===== src/rtl/fbc_pkg.sv =====
package fbc_pkg;

   typedef enum logic [1:0] {
      DIR_IDLE = 2'd0,
      DIR_TX   = 2'd1,
      DIR_RX   = 2'd2
   } dir_e;

   localparam int unsigned N_DIR  = 2;
   localparam int unsigned IDX_TX = 0;
   localparam int unsigned IDX_RX = 1;

   localparam int unsigned ADDR_W = 3;
   localparam logic [ADDR_W-1:0] A_CNT_LO = 3'd0;
   localparam logic [ADDR_W-1:0] A_CNT_HI = 3'd1;
   localparam logic [ADDR_W-1:0] A_LIM_LO = 3'd2;
   localparam logic [ADDR_W-1:0] A_LIM_HI = 3'd3;
   localparam logic [ADDR_W-1:0] A_STAT   = 3'd4;
   localparam logic [ADDR_W-1:0] A_MASK   = 3'd5;

endpackage


===== src/rtl/fbc_frame_track.sv =====
module fbc_frame_track
   import fbc_pkg::*;
#(
   parameter bit TX_SKIP_CRC = 1'b1
) (
   input  logic clk,
   input  logic rst_n,
   input  logic tx_sfd_done,
   input  logic tx_byte,
   input  logic tx_crc_phase,
   input  logic rx_sfd_det,
   input  logic rx_fifo_wr,
   input  logic frame_end,
   output dir_e dir,
   output logic frame_start,
   output logic count_en
);

   logic tx_take;

   generate
      if (TX_SKIP_CRC) begin : g_tx_skip_crc
         assign tx_take = tx_byte & ~tx_crc_phase;
      end else begin : g_tx_all
         assign tx_take = tx_byte;
      end
   endgenerate

   assign frame_start = tx_sfd_done | rx_sfd_det;

   always_comb begin
      unique case (dir)
         DIR_TX:  count_en = tx_take;
         DIR_RX:  count_en = rx_fifo_wr;
         default: count_en = 1'b0;
      endcase
   end

   always_ff @(posedge clk or negedge rst_n) begin
      if (!rst_n) begin
         dir <= DIR_IDLE;
      end else if (tx_sfd_done) begin
         dir <= DIR_TX;
      end else if (rx_sfd_det) begin
         dir <= DIR_RX;
      end else if (frame_end) begin
         dir <= DIR_IDLE;
      end
   end

   // receive delimiter alone selects the receive direction
   a_r4_rx_select: assert property (@(posedge clk) disable iff (!rst_n)
      (rx_sfd_det && !tx_sfd_done) |=> (dir == DIR_RX));

   // transmit delimiter always selects transmit
   a_r2_tx_select: assert property (@(posedge clk) disable iff (!rst_n)
      tx_sfd_done |=> (dir == DIR_TX));

   // frame end without a new delimiter returns to idle
   a_r5_end_idle: assert property (@(posedge clk) disable iff (!rst_n)
      (frame_end && !frame_start) |=> (dir == DIR_IDLE));

endmodule


===== src/rtl/fbc_counter.sv =====
module fbc_counter #(
   parameter int unsigned CNT_W    = 12,
   parameter bit          SATURATE = 1'b1
) (
   input  logic             clk,
   input  logic             rst_n,
   input  logic             clr,
   input  logic             en,
   output logic [CNT_W-1:0] count
);

   localparam logic [CNT_W-1:0] CNT_MAX = {CNT_W{1'b1}};

   logic [CNT_W-1:0] count_inc;

   generate
      if (SATURATE) begin : g_sat
         assign count_inc = (count == CNT_MAX) ? count : count + 1'b1;

         // the count holds at its ceiling
         a_r7_saturate: assert property (@(posedge clk) disable iff (!rst_n)
            (count == CNT_MAX && !clr) |=> (count == CNT_MAX));
      end else begin : g_wrap
         assign count_inc = count + 1'b1;
      end
   endgenerate

   always_ff @(posedge clk or negedge rst_n) begin
      if (!rst_n) begin
         count <= '0;
      end else if (clr) begin
         count <= '0;
      end else if (en) begin
         count <= count_inc;
      end
   end

   // a clear leaves zero behind
   a_r2_clear_zero: assert property (@(posedge clk) disable iff (!rst_n)
      clr |=> (count == '0));

   // with no enable and no clear the count is frozen
   a_r5_idle_stable: assert property (@(posedge clk) disable iff (!rst_n)
      (!clr && !en) |=> $stable(count));

endmodule


===== src/rtl/fbc_limit_irq.sv =====
module fbc_limit_irq #(
   parameter int unsigned CNT_W = 12
) (
   input  logic             clk,
   input  logic             rst_n,
   input  logic             active,
   input  logic             arm,
   input  logic [CNT_W-1:0] count,
   input  logic [CNT_W-1:0] limit,
   input  logic             mask,
   input  logic             clr_w1c,
   output logic             status
);

   logic fired;
   logic hit;

   assign hit = active & ~arm & ~fired & (limit != '0) & (count == limit);

   always_ff @(posedge clk or negedge rst_n) begin
      if (!rst_n) begin
         fired <= 1'b0;
      end else if (arm) begin
         fired <= 1'b0;
      end else if (hit) begin
         fired <= 1'b1;
      end
   end

   always_ff @(posedge clk or negedge rst_n) begin
      if (!rst_n) begin
         status <= 1'b0;
      end else if (hit && !mask) begin
         status <= 1'b1;
      end else if (clr_w1c) begin
         status <= 1'b0;
      end
   end

   // a masked direction never latches a new status
   a_r9_masked: assert property (@(posedge clk) disable iff (!rst_n)
      (mask && !status) |=> !status);

   // a zero limit never latches a new status
   a_r11_zero_limit: assert property (@(posedge clk) disable iff (!rst_n)
      (limit == '0 && !status) |=> !status);

   // once fired in a frame, no second set before re-arming
   a_r10_once: assert property (@(posedge clk) disable iff (!rst_n)
      (fired && !arm && !status) |=> !status);

   // a clear with no match drops the status
   a_r10_w1c: assert property (@(posedge clk) disable iff (!rst_n)
      (clr_w1c && !active) |=> !status);

endmodule


===== src/rtl/fbc_regif.sv =====
module fbc_regif
   import fbc_pkg::*;
#(
   parameter int unsigned CNT_W  = 12,
   parameter int unsigned DATA_W = 8
) (
   input  logic              clk,
   input  logic              rst_n,
   input  logic              reg_rd,
   input  logic              reg_wr,
   input  logic [ADDR_W-1:0] reg_addr,
   input  logic [DATA_W-1:0] reg_wdata,
   input  logic [CNT_W-1:0]  count,
   input  logic [N_DIR-1:0]  status,
   output logic [CNT_W-1:0]  limit,
   output logic [N_DIR-1:0]  mask,
   output logic [N_DIR-1:0]  clr_w1c,
   output logic [DATA_W-1:0] reg_rdata
);

   localparam int unsigned HI_W = CNT_W - DATA_W;

   logic [DATA_W-1:0] rd_mux;

   assign clr_w1c = (reg_wr && reg_addr == A_STAT) ? reg_wdata[N_DIR-1:0] : '0;

   always_ff @(posedge clk or negedge rst_n) begin
      if (!rst_n) begin
         limit <= '0;
         mask  <= '0;
      end else if (reg_wr) begin
         unique case (reg_addr)
            A_LIM_LO: limit[DATA_W-1:0]     <= reg_wdata;
            A_LIM_HI: limit[CNT_W-1:DATA_W] <= reg_wdata[HI_W-1:0];
            A_MASK:   mask                  <= reg_wdata[N_DIR-1:0];
            default:  ;
         endcase
      end
   end

   always_comb begin
      unique case (reg_addr)
         A_CNT_LO: rd_mux = count[DATA_W-1:0];
         A_CNT_HI: rd_mux = DATA_W'(count >> DATA_W);
         A_LIM_LO: rd_mux = limit[DATA_W-1:0];
         A_LIM_HI: rd_mux = DATA_W'(limit >> DATA_W);
         A_STAT:   rd_mux = DATA_W'(status);
         A_MASK:   rd_mux = DATA_W'(mask);
         default:  rd_mux = '0;
      endcase
   end

   always_ff @(posedge clk or negedge rst_n) begin
      if (!rst_n) begin
         reg_rdata <= '0;
      end else if (reg_rd) begin
         reg_rdata <= rd_mux;
      end
   end

   // reserved high-nibble bits of the count read as zero
   a_r6_hi_zero: assert property (@(posedge clk) disable iff (!rst_n)
      (reg_rd && reg_addr == A_CNT_HI) |=> (reg_rdata[DATA_W-1:HI_W] == '0));

   // a low-limit write is visible on the next cycle
   a_r12_limit_now: assert property (@(posedge clk) disable iff (!rst_n)
      (reg_wr && reg_addr == A_LIM_LO) |=> (limit[DATA_W-1:0] == $past(reg_wdata)));

endmodule


===== src/rtl/frame_byte_counter.sv =====
module frame_byte_counter
   import fbc_pkg::*;
#(
   parameter int unsigned CNT_W       = 12,
   parameter int unsigned DATA_W      = 8,
   parameter bit          SATURATE    = 1'b1,
   parameter bit          TX_SKIP_CRC = 1'b1
) (
   input  logic              clk,
   input  logic              rst_n,
   input  logic              tx_sfd_done,
   input  logic              tx_byte,
   input  logic              tx_crc_phase,
   input  logic              rx_sfd_det,
   input  logic              rx_fifo_wr,
   input  logic              frame_end,
   input  logic              reg_rd,
   input  logic              reg_wr,
   input  logic [2:0]        reg_addr,
   input  logic [7:0]        reg_wdata,
   output logic [7:0]        reg_rdata,
   output logic              irq_tx,
   output logic              irq_rx
);

   generate
      if (CNT_W <= DATA_W || CNT_W > 2 * DATA_W) begin : g_bad_cnt_w
         $error("CNT_W must exceed DATA_W and fit in two register bytes");
      end
      if (DATA_W != 8) begin : g_bad_data_w
         $error("register port is fixed at eight bits");
      end
   endgenerate

   dir_e             dir;
   logic             frame_start;
   logic             count_en;
   logic [CNT_W-1:0] count;
   logic [CNT_W-1:0] limit;
   logic [N_DIR-1:0] mask;
   logic [N_DIR-1:0] clr_w1c;
   logic [N_DIR-1:0] status;
   logic [N_DIR-1:0] dir_act;

   fbc_frame_track #(
      .TX_SKIP_CRC (TX_SKIP_CRC)
   ) u_track (
      .clk          (clk),
      .rst_n        (rst_n),
      .tx_sfd_done  (tx_sfd_done),
      .tx_byte      (tx_byte),
      .tx_crc_phase (tx_crc_phase),
      .rx_sfd_det   (rx_sfd_det),
      .rx_fifo_wr   (rx_fifo_wr),
      .frame_end    (frame_end),
      .dir          (dir),
      .frame_start  (frame_start),
      .count_en     (count_en)
   );

   fbc_counter #(
      .CNT_W    (CNT_W),
      .SATURATE (SATURATE)
   ) u_counter (
      .clk   (clk),
      .rst_n (rst_n),
      .clr   (frame_start),
      .en    (count_en),
      .count (count)
   );

   assign dir_act[IDX_TX] = (dir == DIR_TX);
   assign dir_act[IDX_RX] = (dir == DIR_RX);

   for (genvar d = 0; d < N_DIR; d++) begin : g_irq
      fbc_limit_irq #(
         .CNT_W (CNT_W)
      ) u_irq (
         .clk     (clk),
         .rst_n   (rst_n),
         .active  (dir_act[d]),
         .arm     (frame_start),
         .count   (count),
         .limit   (limit),
         .mask    (mask[d]),
         .clr_w1c (clr_w1c[d]),
         .status  (status[d])
      );
   end

   fbc_regif #(
      .CNT_W  (CNT_W),
      .DATA_W (DATA_W)
   ) u_regif (
      .clk       (clk),
      .rst_n     (rst_n),
      .reg_rd    (reg_rd),
      .reg_wr    (reg_wr),
      .reg_addr  (reg_addr),
      .reg_wdata (reg_wdata),
      .count     (count),
      .status    (status),
      .limit     (limit),
      .mask      (mask),
      .clr_w1c   (clr_w1c),
      .reg_rdata (reg_rdata)
   );

   assign irq_tx = status[IDX_TX];
   assign irq_rx = status[IDX_RX];

   // CRC-phase transmit bytes leave the count alone
   a_r3_crc_hold: assert property (@(posedge clk) disable iff (!rst_n)
      (dir == DIR_TX && tx_crc_phase && !tx_sfd_done && !rx_sfd_det) |=> $stable(count));

   // idle direction ignores all byte strobes
   a_r5_idle_hold: assert property (@(posedge clk) disable iff (!rst_n)
      (dir == DIR_IDLE && !tx_sfd_done && !rx_sfd_det) |=> $stable(count));

   // receive frames ignore transmit byte strobes
   a_r4_rx_no_tx: assert property (@(posedge clk) disable iff (!rst_n)
      (dir == DIR_RX && !rx_fifo_wr && !tx_sfd_done && !rx_sfd_det) |=> $stable(count));

   // an interrupt pin rises only for the direction in progress
   a_r8_tx_only_in_tx: assert property (@(posedge clk) disable iff (!rst_n)
      (dir != DIR_TX) |=> !$rose(irq_tx));

   a_r8_rx_only_in_rx: assert property (@(posedge clk) disable iff (!rst_n)
      (dir != DIR_RX) |=> !$rose(irq_rx));

endmodule


===== config.mk =====
export PLATFORM = sky130hd
export DESIGN_NAME = frame_byte_counter
export DESIGN_NICKNAME = d
export VERILOG_FILES = /design/src/rtl/fbc_pkg.sv /design/src/rtl/fbc_frame_track.sv /design/src/rtl/fbc_counter.sv /design/src/rtl/fbc_limit_irq.sv /design/src/rtl/fbc_regif.sv /design/src/rtl/frame_byte_counter.sv
export SDC_FILE = /design/constraint.sdc
export NUM_CORES = 1
export LEC_CHECK = 0
export BUFFER_PORTS_ARGS = -buffer_cell sky130_fd_sc_hd__buf_2
export CORE_MARGIN = 2
export CORE_UTILIZATION = 37
export CTS_CLUSTER_DIAMETER = 80
export DETAILED_ROUTE_END_ITERATION = 10
export PLACE_DENSITY = 0.64
export SYNTH_ARGS = -nofsm -noshare
export SYNTH_HDL_FRONTEND = slang
export SYNTH_HIERARCHICAL = 1
export SYNTH_SLANG_ARGS = --single-unit
export TNS_END_PERCENT = 30

===== constraint.sdc =====
create_clock -name clk -period 2.32 [get_ports clk]
set_input_delay 0.348 -clock clk [delete_from_list [all_inputs] [get_ports clk]]
set_output_delay 0.348 -clock clk [all_outputs]
set_load 0.02 [all_outputs]

# After elaboration in Yosys (flattened, before gate mapping)

Index checks and enable logic that the tools add are counted.

Reduce and logical (&&, ||, !) cells: 17
Muxes and demuxes: 17
Add/subtract/negate cells: 1
Bitwise operators: 14
Equal/unequal tests: 10

Operators with widths:

| kind                  | count |
|---|---|
| $pmux 8 s6            | 1 |
| $mux 12               | 3 |
| $add 12x1->12 const B | 1 |
| $eq 12x12->1          | 1 |
| $eq 12x12->1 const B  | 1 |
| $reduce_bool 12->1    | 1 |
| $reduce_bool 2->1     | 5 |
| $and 1x1->1           | 9 |
| $mux 1                | 8 |
| $mux 2                | 4 |
| $reduce_and 2->1      | 4 |
| $eq 3x2->1 const B    | 2 |
| $eq 3x3->1 const B    | 2 |
| $not 1->1             | 4 |
| $eq 3x1->1 const B    | 1 |
| $logic_and 1x1->1     | 3 |
| $logic_not 3->1       | 1 |
| $reduce_bool 3->1     | 1 |
| $eq 2x1->1 const B    | 1 |
| $eq 2x2->1 const B    | 1 |
| $logic_not 1->1       | 2 |
| $ne 2x1->1 const B    | 1 |
| $pmux 1 s2            | 1 |
| $or 1x1->1            | 1 |

Input bits: 21
Output and inout port bits: 10
Word-level logic and storage cells: 69
Register bits: 40

# Logic depth before layout (Yosys ltp)

Depth after elaboration: 8
Gate-level depth with buffers: 9
Gate-level depth less buffers: 8

# Cells and area by module

Netlist, hierarchy kept.

Modules (own cells, without submodules):

| module             | times used | area an instance (um^2) | cells an instance | sequential area each (um^2) |
|---|---|---|---|---|
| fbc_regif          | 1          | 1,134.8                 | 88                | 550.5 |
| fbc_counter        | 1          | 673.1                   | 65                | 300.3 |
| fbc_limit_irq      | 2          | 247.7                   | 28                | 50.0 |
| fbc_frame_track    | 1          | 135.1                   | 14                | 50.0 |
| frame_byte_counter | 1          | 15.0                    | 2                 | 0.0 |

# Worst setup path after synthesis

Ideal clock, no wire load.

Path kind: register to register
From: register u_track.dir[0]
To: register u_counter.count[11]
Clock period less this slack: 1.868 ns
Data required time: 2.254 ns
Arrival time: 1.802 ns
Path buffers: 0
Slack: 0.452 ns
Stages on the path, launching flop included: 8
Library setup time: 0.066 ns
Cell sequence: dfrtp_1 inv_2 ha_1 a21oi_1 and4_4 o211ai_4 or4_1 nand2_1

Cells in the longest elaborated chain, start to end: 4
Elaborated cells between the ends (all ways): 5
Classes of those cells: eq/ne: 2; mux: 1; reduce/logical: 2

Ends and longest elaborated chain:

| element                                         | line                     | RTL |
|---|---|---|
| from (decl)                                     | fbc_frame_track.sv:14    | `output dir_e dir,` |
| from (signal assigned)                          | fbc_frame_track.sv:41    | `dir <= DIR_IDLE;` |
| from (signal assigned)                          | fbc_frame_track.sv:43    | `dir <= DIR_TX;` |
| from (signal assigned)                          | fbc_frame_track.sv:45    | `dir <= DIR_RX;` |
| $eq 2x2->1 / $eq 2x1->1 (equally long branches) | fbc_frame_track.sv:32    | `unique case (dir)` |
| $pmux 1 s2 (*)                                  | fbc_frame_track.sv:32    |  |
| named net count_en                              | frame_byte_counter.sv:37 | `logic count_en;` |
| $reduce_bool 2->1 (no source line) (*)          | -                        |  |
| $reduce_and 2->1 (no source line) (*)           | -                        |  |
| to (signal assigned)                            | fbc_counter.sv:34        | `count <= count_inc;` |
| to (decl)                                       | fbc_counter.sv:9         | `output logic [CNT_W-1:0] count` |

The timed path passes the listed nets; every way through them passes the cells marked *.
A chain may end at the register's enable or synchronous reset.

# Worst setup path in the final report

Same ends and word-level chain as after synthesis.

==> impl_metrics.toml <==
[job]
cap_viol_max_count = 0

[timing]
post-route-min-period_ps = 2080
fin_worst_hold_slack_ps = 180
finalSetupViolations = 0
final_hold_viol_count = 0
worst-slew-pin-transition_ps = 893
highest_clock_rate_mhz = 481
final_min_period_over_clock_period_pct = 89.7
slew_headroom_pct = 40.4
tns_ps = 0
slew_violations = 0
finalClockSkew_ps = 6.83
grt_setup_unrepaired = "no"

[yosys]
synth_cells = 225
synthDistinctLibCells = 50
mapped_area_um2 = 2450
async_reset_ff_share_pct = 100
synth_enable_flop_cells = 0
ys_seq_area_share_pct = 40.8
post_synth.cell_area_avg_um2 = 10.9
yosys_warns = 6
synth_top_flop_cell = "sky130_fd_sc_hd__dfrtp_1"
mappedNetlistNets = 249
synth_seq_cells = 40

[layout]
commonest_cells_after_routing_fill_and_taps_aside = "sky130_fd_sc_hd__dfrtp_1, sky130_fd_sc_hd__buf_2, sky130_fd_sc_hd__xor2_1, sky130_fd_sc_hd__inv_1, sky130_fd_sc_hd__nor2_1"
final_common_cell = "sky130_fd_sc_hd__dfrtp_1"
regArea_um2 = 1000
area_growth_pct = 11.7
stdcell_area_um2 = 2740
n_antenna_cell = 0
filler_cell_count = 629
multi_input_area_um2 = 1340
layout-drive-gt1-share_pct = 28.1
finish.net_count = 279

[routing]
post_drt_wl_per_cell_um = 15.6
routed-via-count = 1779
remaining_drc_errors = 0
remaining_number_of_nets_flagged_by_the_antenna_check_after_routing = 0
detail_route.vias_per_cell = 5.34
final_wirelength_um = 5180
drt_iter0_markers = 143
drt_pass1_iterations = 4

[clocking]
cts_repair_resize_count = 0
tritoncts.num_buffers = 5
ctsHtreeMaxLevel = 2
clk_latency_ps = 290
clock_transition_time_at_the_flip_flop_clock_pins_of_the_worst_setup_and_hold_paths_ps = 80
max-clock-path-buffers = 2
clockRootBuffer = "sky130_fd_sc_hd__clkbuf_8"
cts.hold.buffers_added = 0
cts_tree = "done"
cts_sinks = 40
post-cts-setup-buffer-count = 0

[setup_path]
worst_ep_required_time_ps = 2550
timing.setup.critical_path_class = "reg -> reg"
worst-endpoint-arrival_ps = 2320
timing.critical_path.to_type = "register"
critical_path_peak_fanout = 4
regToRegSetupSlack_ps = 240
crit_path_start_kind = "register"
critical_path.cell_chain = "inv_2 -> ha_1 -> a21oi_1 -> and4_4 -> o211ai_4 -> or4_1 -> nand2_1"
crit_path_max_incr_delay_ps = 470
cell_at_the_slowest_stage_of_the_critical_path = "sky130_fd_sc_hd__or4_1"

[placed_design]
detailed_place_hpwl_um = 3850
placedInstanceArea_um2 = 2650
port_buf_inserts = 30
gp_congestion = 0.852

[floorplanning]
die_height_um = 85.4
core_box_area_um2 = 6390
io_pins = 31
die_area_um2 = 7300
initial_core_util_pct = 38.4
die_x_um = 85.4
number_of_core_rows = 29

[global_routing]
grt_pass1_vias = 1708
grt_max_degree = 41
grt_pass1_wl_um = 8900
global_route.usage.total_pct = 15.5
grt_overflow_total = 0
grt_antenna_before_repair = 0

[worst_hold_path]
min-delay-path-class = "in -> async"

[outcome]
outcome = "completed"

[pwr]
power.ir.vdd_worst_v = 0.000357
power_density_nw_per_um2 = 625
leakagePower_nw = 1.24
-- metrics by stage --
stage	setup slack (ps)	util, %	instances	total power, mW
after floorplan	452	-	225	1.14
after global placement	369	41.5	325	1.24
after detailed placement	269	41.5	325	1.25
after CTS	241	42.9	333	1.73
after global routing	87.9	42.9	333	1.82
final	239	42.9	333	1.71
-- cells by family after synthesis --
family          count (synthesis)  synth area share, %
xor+xnor                       27                 9.64
mux                            28                 14.4
buf+inv                        22                 4.59
fa+ha+maj                       3                 1.53
compound gates                 34                 10.6
simple gates                   71                 18.4
flops                          40                 40.8
-- layout make-up --
class / instances / share of cell area (%)
flip-flops and latches: 40 / 36.5
clock inverters: 2 / 0.365
inverters: 14 / 1.92
clock buffers: 6 / 3.01
multi-input cells: 163 / 48.9
well taps: 77 / 3.52
repair buffers: 31 / 5.75
-- layer usage --
metal | vias up | track usage [%] | share of wire, %
li1 | 878 | - | -
met1 | 858 | 21.5 | 49
met2 | 37 | 23.9 | 45
met3 | 6 | 3.60 | 4.3
met4 | 0 | 5.19 | 1.6
met5 | - | 0 | 0
-- final timing paths --
kind | from | endpoint | depth (start not counted)
setup / recovery | u_track/dir[0] | u_counter/count[11] | 7
hold / removal | rst_n | u_counter/count[5] | 1
setup reg to reg | u_track/dir[0] | u_counter/count[11] | 7
hold reg to reg | u_regif/reg_rdata[3] | u_regif/reg_rdata[3] | 2
max in group asynchronous | rst_n | u_regif/limit[1] | 1
min in group clk | frame_end | u_track/dir[0] | 2
-- registers in the layout, indices dropped and copies added, names as in the netlist --
name and flops:
u_counter/count 12, u_regif/limit 12, u_regif/reg_rdata 8, g_irq.u_irq/fired 2, g_irq.u_irq/status 2, u_regif/mask 2
u_track/dir 2
-- worst max-delay path: cells and delay by family, from the launching register on --
kind / cells / cell delay [ps]
buffers and inverters: 1 / 60
flip-flops: 1 / 410
AND/OR/NAND/NOR: 3 / 870
adder cells (fa/ha/maj): 1 / 290
AO/OA/AOI/OAI: 2 / 390
-- power by group --
group          internal (mW)  switching, mW
Clock                  0.237          0.238
Sequential             0.771          0.119
Combinational          0.185          0.162
-- cells in the mapped netlist, types with 2 or more instances --
master | count | area [um2]
sky130_fd_sc_hd__a211oi_1 | 2 | 15.0
sky130_fd_sc_hd__a21oi_1 | 7 | 35.0
sky130_fd_sc_hd__a31oi_1 | 2 | 12.5
sky130_fd_sc_hd__and3_1 | 3 | 18.8
sky130_fd_sc_hd__and4_4 | 2 | 22.5
sky130_fd_sc_hd__buf_4 | 2 | 15.0
sky130_fd_sc_hd__buf_6 | 3 | 33.8
sky130_fd_sc_hd__clkbuf_1 | 3 | 11.3
sky130_fd_sc_hd__dfrtp_1 | 40 | 1000
sky130_fd_sc_hd__ha_1 | 3 | 37.5
sky130_fd_sc_hd__inv_1 | 13 | 48.8
sky130_fd_sc_hd__mux2_2 | 7 | 78.8
sky130_fd_sc_hd__mux2_4 | 8 | 120
sky130_fd_sc_hd__mux2i_1 | 11 | 110
sky130_fd_sc_hd__mux4_2 | 2 | 45.0
sky130_fd_sc_hd__nand2_1 | 7 | 26.3
sky130_fd_sc_hd__nand3_1 | 7 | 35.0
sky130_fd_sc_hd__nand3b_1 | 3 | 22.5
sky130_fd_sc_hd__nand4_1 | 5 | 31.3
sky130_fd_sc_hd__nor2_1 | 12 | 45.0
sky130_fd_sc_hd__nor2b_1 | 3 | 18.8
sky130_fd_sc_hd__nor3_1 | 4 | 20.0
sky130_fd_sc_hd__nor4_1 | 8 | 50.1
sky130_fd_sc_hd__nor4_2 | 2 | 25.0
sky130_fd_sc_hd__o21ai_0 | 5 | 25.0
sky130_fd_sc_hd__o21ai_1 | 2 | 10.0
sky130_fd_sc_hd__o22ai_1 | 6 | 37.5
sky130_fd_sc_hd__o31ai_2 | 3 | 37.5
sky130_fd_sc_hd__o32ai_2 | 2 | 32.5
sky130_fd_sc_hd__or3_1 | 3 | 18.8
sky130_fd_sc_hd__xnor2_1 | 3 | 26.3
sky130_fd_sc_hd__xor2_1 | 24 | 210
Note: power is estimated with default switching activity, not from simulation.
